### config.mk
export PLATFORM = sky130hd
export DESIGN_NAME = tick_timer
export DESIGN_NICKNAME = d
export VERILOG_FILES = /design/src/rtl/tick_timer_pkg.sv /design/src/rtl/tick_ctrl.sv /design/src/rtl/tick_dp.sv /design/src/rtl/tick_timer.sv
export SDC_FILE = /design/constraint.sdc
export NUM_CORES = 1
export LEC_CHECK = 0
export BUFFER_PORTS_ARGS = -buffer_cell sky130_fd_sc_hd__buf_2
export CAP_MARGIN = 20
export CORE_MARGIN = 8
export CORE_UTILIZATION = 55
export DETAILED_ROUTE_END_ITERATION = 8
export HOLD_SLACK_MARGIN = 0.06
export PLACE_DENSITY = 0.89
export SLEW_MARGIN = 20
export SYNTH_ARGS = -nofsm -noshare
export SYNTH_HDL_FRONTEND = slang
export SYNTH_SLANG_ARGS = --single-unit
### constraint.sdc
create_clock -name clk -period 4.4 [get_ports clk]
set_clock_uncertainty 0.1 [all_clocks]
set_input_delay 0.44 -clock clk [delete_from_list [all_inputs] [get_ports clk]]
set_output_delay 0.44 -clock clk [all_outputs]
set_load 0.02 [all_outputs]
### src/rtl/tick_timer_pkg.sv
package tick_timer_pkg;
  localparam int SEL_W = 2;
  localparam logic [SEL_W-1:0] SEL_CTRL   = 2'd0;
  localparam logic [SEL_W-1:0] SEL_RELOAD = 2'd1;
  localparam logic [SEL_W-1:0] SEL_CUR    = 2'd2;

  // bit positions inside the control/status word
  localparam int EN_BIT   = 0;
  localparam int IRQ_BIT  = 1;
  localparam int SRC_BIT  = 2;
  localparam int FLAG_BIT = 16;

  typedef struct packed {
    logic run;      // counter enabled this cycle
    logic clrCnt;   // write to current-value register
    logic clrFlag;  // status register being read
  } tickStrobe_t;
endpackage

### src/rtl/tick_ctrl.sv
module tick_ctrl
  import tick_timer_pkg::*;
#(
  parameter int CNT_W  = 24,
  parameter int DATA_W = 32
) (
  input  logic                 clk,
  input  logic                 rstN,
  input  logic [SEL_W-1:0]     regSel,
  input  logic                 wrEn,
  input  logic                 rdEn,
  input  logic [DATA_W-1:0]    wrData,
  output tickStrobe_t          strobes,
  output logic [CNT_W-1:0]     reloadVal,
  output logic                 enBit,
  output logic                 irqEnBit,
  output logic                 srcBit
);
  logic ctrlWr;
  logic reloadWr;

  assign ctrlWr   = wrEn && (regSel == SEL_CTRL);
  assign reloadWr = wrEn && (regSel == SEL_RELOAD);

  always_ff @(posedge clk or negedge rstN) begin
    if (!rstN) begin
      enBit     <= 1'b0;
      irqEnBit  <= 1'b0;
      srcBit    <= 1'b0;
      reloadVal <= '0;
    end else begin
      if (ctrlWr) begin
        enBit    <= wrData[EN_BIT];
        irqEnBit <= wrData[IRQ_BIT];
        srcBit   <= wrData[SRC_BIT];
      end
      if (reloadWr) reloadVal <= wrData[CNT_W-1:0];
    end
  end

  always_comb begin
    strobes.run     = enBit;
    strobes.clrCnt  = wrEn && (regSel == SEL_CUR);
    strobes.clrFlag = rdEn && (regSel == SEL_CTRL);
  end
endmodule

### src/rtl/tick_dp.sv
module tick_dp
  import tick_timer_pkg::*;
#(
  parameter int CNT_W = 24
) (
  input  logic             clk,
  input  logic             rstN,
  input  tickStrobe_t      strobes,
  input  logic             irqEn,
  input  logic             pendIn,
  input  logic [CNT_W-1:0] reloadVal,
  output logic [CNT_W-1:0] curVal,
  output logic             flag,
  output logic             tickIrq
);
  localparam logic [CNT_W-1:0] ONE = CNT_W'(1);

  logic hitZero;
  assign hitZero = strobes.run && !strobes.clrCnt && (curVal == ONE);

  always_ff @(posedge clk or negedge rstN) begin
    if (!rstN) begin
      curVal  <= '0;
      flag    <= 1'b0;
      tickIrq <= 1'b0;
    end else begin
      if (strobes.clrCnt)      curVal <= '0;
      else if (strobes.run)    curVal <= (curVal == '0) ? reloadVal : curVal - ONE;

      if (strobes.clrCnt)       flag <= 1'b0;
      else if (hitZero)         flag <= 1'b1;
      else if (strobes.clrFlag) flag <= 1'b0;

      tickIrq <= (hitZero && irqEn) || pendIn;
    end
  end
endmodule

### src/rtl/tick_timer.sv
module tick_timer
  import tick_timer_pkg::*;
#(
  parameter int CNT_W  = 24,
  parameter int DATA_W = 32
) (
  input  logic              clk,
  input  logic              rstN,
  input  logic [1:0]        regSel,
  input  logic              wrEn,
  input  logic              rdEn,
  input  logic [DATA_W-1:0] wrData,
  output logic [DATA_W-1:0] rdData,
  input  logic              pendIn,
  output logic              tickIrq
);
  tickStrobe_t      strobes;
  logic [CNT_W-1:0] reloadVal;
  logic [CNT_W-1:0] curVal;
  logic             enBit;
  logic             irqEnBit;
  logic             srcBit;
  logic             flag;
  logic             curWr;

  assign curWr = strobes.clrCnt;

  tick_ctrl #(.CNT_W(CNT_W), .DATA_W(DATA_W)) u_ctrl (
    .clk(clk), .rstN(rstN), .regSel(regSel), .wrEn(wrEn), .rdEn(rdEn),
    .wrData(wrData), .strobes(strobes), .reloadVal(reloadVal),
    .enBit(enBit), .irqEnBit(irqEnBit), .srcBit(srcBit)
  );

  tick_dp #(.CNT_W(CNT_W)) u_dp (
    .clk(clk), .rstN(rstN), .strobes(strobes), .irqEn(irqEnBit),
    .pendIn(pendIn), .reloadVal(reloadVal), .curVal(curVal),
    .flag(flag), .tickIrq(tickIrq)
  );

  always_comb begin
    rdData = '0;
    unique case (regSel)
      SEL_CTRL: begin
        rdData[EN_BIT]   = enBit;
        rdData[IRQ_BIT]  = irqEnBit;
        rdData[SRC_BIT]  = srcBit;
        rdData[FLAG_BIT] = flag;
      end
      SEL_RELOAD: rdData[CNT_W-1:0] = reloadVal;
      SEL_CUR:    rdData[CNT_W-1:0] = curVal;
      default:    rdData = '0;
    endcase
  end
endmodule

==> metrics <==
status completed; final worst slack 1710 ps; Rel. slew slack 0.328; Syn Area/Cell 9.33 um2; clock buffer depth 2; CTS tree built; Yosys reg bits 53; Die Y-Extent 93.5 um; sequential share of the synthesized area 0.402; global-route wire length before repair 14100 um; Min-Delay Path Class in2async; Global Route Usage Sum 0.195; dominant cells by area after synthesis dfrtp_1, mux2_2, a22oi_1, nor2b_1, nor3_1; synth unique cells 53; GP Congestion 0.875; routed via count 2942; crit path DAT 2830 ps; Tcrit/Tclk final 0.612; initial core utilization 0.564; fillers 510; WL/cell 18.0 um; most common flop cell mapped by yosys dfrtp_1; dpl cells 461; post-synth top area share 0.402; layout cells sized above 1 0.260; post-CTS setup buffers 0; final core utilization 0.617; worst skew pair latency 310 ps; Yosys Warn Count 0; top cells by count, synth dfrtp_1, mux2_2, a22oi_1; largest net degree at the start of global routing 54; power density cells 518 mW/mm2; Fin Setup TNS 0 ps; pre-CTS setup slack 1640 ps; Core Region 0.00585 mm2; wirelength, routed 8400 um; slowest CP cell and4_1; ant diodes 0; DRC 0; cells along the critical path or4_4 > nor4_2 > and4_1 > buf_4 > a211o_1 > o211ai_1 > a21oi_1; area leader, netlist dfrtp_1; global route overflow 0; Post-DP HPWL 5800 um; synthesized area 0.00330 mm2; Setup crit end kind flip-flop; RSZ-0062 raised after global routing false; Worst EP required 4540 ps; maxcap violations 0; Peak supply drop 0.336 mV; max-slew violations 0; Routed Antenna Nets 0; Syn Inst Count 354; EDFF count, synth 0; row count 28; Die W 93.5 um; Finish-stage setup viols 0; Initial DRT Pass Iterations 6; ys async rst share 1.00; Worst Tran Pin Value 1010 ps; vias in the first global route 3012; Detailed Route Iter0 Violations 294; post-route insts no fill 468; Max Clk Rate 372 MHz; port buffer count 55; Post-CTS Hold Buffers 0; P_leak 0.00160 uW; crit path time final 2690 ps; Syn-to-layout area delta 9.36%; Final Hold Viols 0; post-cts sizing count 0; Vias/cell 6.29; most frequent cell after synthesis dfrtp_1; die area 0.00874 mm2; cell family contributing the most delay on the critical path simple AND/OR/NAND/NOR gates; IO Count 72; worst-path fanout max 18; antenna violations before repair 0; clk slew on worst S/H paths 90 ps; final net count 439; Critical Path Max Stage Delay 660 ps; CTS Root Cell clkbuf_8; worst path buffer plus inverter count 1; number of CTS-inserted buffers 5; critical path class reg2reg; H-tree Lvls 2; clk sinks 53; Startpoint Class flip-flop
[registers in the layout, indices dropped and copies added (netlist names)]
| name | flops |
|---|---|
| u_ctrl.reloadVal | 24 |
| u_dp.tickIrq | 1 |
| u_ctrl.srcBit | 1 |
| u_ctrl.enBit | 1 |
| u_dp.flag | 1 |
| u_ctrl.irqEnBit | 1 |
| u_dp.curVal | 24 |
[stage by stage]
stage	hold WS (ps)	area (um2)	power, uW
2_1_floorplan	44.4	3330	1410
3_3_place_gp	392	3520	1540
3_5_place_dp	401	3520	1590
4_1_cts	172	3610	1870
5_1_grt	212	3610	2010
6_report	142	3610	1870
[routing by layer]
layer  wire [um]  up-vias  track usage
met5           0        -            0
met4         146        0       0.0913
met3         494       20       0.0345
met2        4140      124        0.331
met1        3620     1428        0.235
li1            -     1370            -
[worst paths after layout]
path | start | to | slack [ps] | depth (start not counted)
setup / recovery | u_dp.curVal[4] | u_dp.curVal[18] | 1710 | 7
hold / removal | rstN | u_ctrl.srcBit | 140 | 2
setup reg to reg | u_dp.curVal[4] | u_dp.curVal[18] | 1710 | 7
hold reg to reg | u_ctrl.srcBit | u_ctrl.srcBit | 430 | 1
max in group asynchronous | rstN | u_ctrl.reloadVal[7] | 3580 | 2
min in group clk | pendIn | u_dp.tickIrq | 230 | 2
[kinds of logic (layout without fill, tap and decap cells)]
kind of cell / count (synthesis) / in the layout / share of synthesized area
compound gates: 93 / 93 / 0.186
fa+ha+maj: 7 / 7 / 0.0265
xor+xnor: 1 / 1 / 0.00265
buf+inv: 41 / 73 / 0.0716
flops: 53 / 53 / 0.402
simple gates: 129 / 129 / 0.211
other cells: 1 / 8 / 0.00114
mux: 29 / 29 / 0.0985
[cell usage in the layout, fill, tap and decap left out, types with 3 or more instances in the layout]
cell and count:
clkbuf_8 6, conb_1 8, nor2_1 23, a222oi_1 4
o21ai_0 14, dfrtp_1 53, nand3b_1 3, buf_2 55
inv_1 5, nor4_2 3, ha_1 7, buf_4 6
nand3_1 15, o21ai_1 17, nor3_1 19, a31oi_1 3
nor2b_1 21, mux2_2 27, a22oi_1 24, nand4_1 3
nand2_1 19, nor4_1 7, a21oi_1 13
[final cells by class]
type,count,area (um2),area share
multi-input cells,267,1770,0.489
flip-flops and latches,53,1330,0.367
repair buffers,61,320,0.0887
well taps,75,93.8,0.0260
clock buffers,7,86.3,0.0239
inverters,5,18.8,0.00520
[report_power, final]
group          internal (uW)  leakage, uW  switching (uW)  total (uW)
Sequential               616     0.000665             178         794
Clock                    125    0.0000443             153         279
Combinational            336     0.000894             464         799
Note: power is estimated with default switching activity, not from simulation.
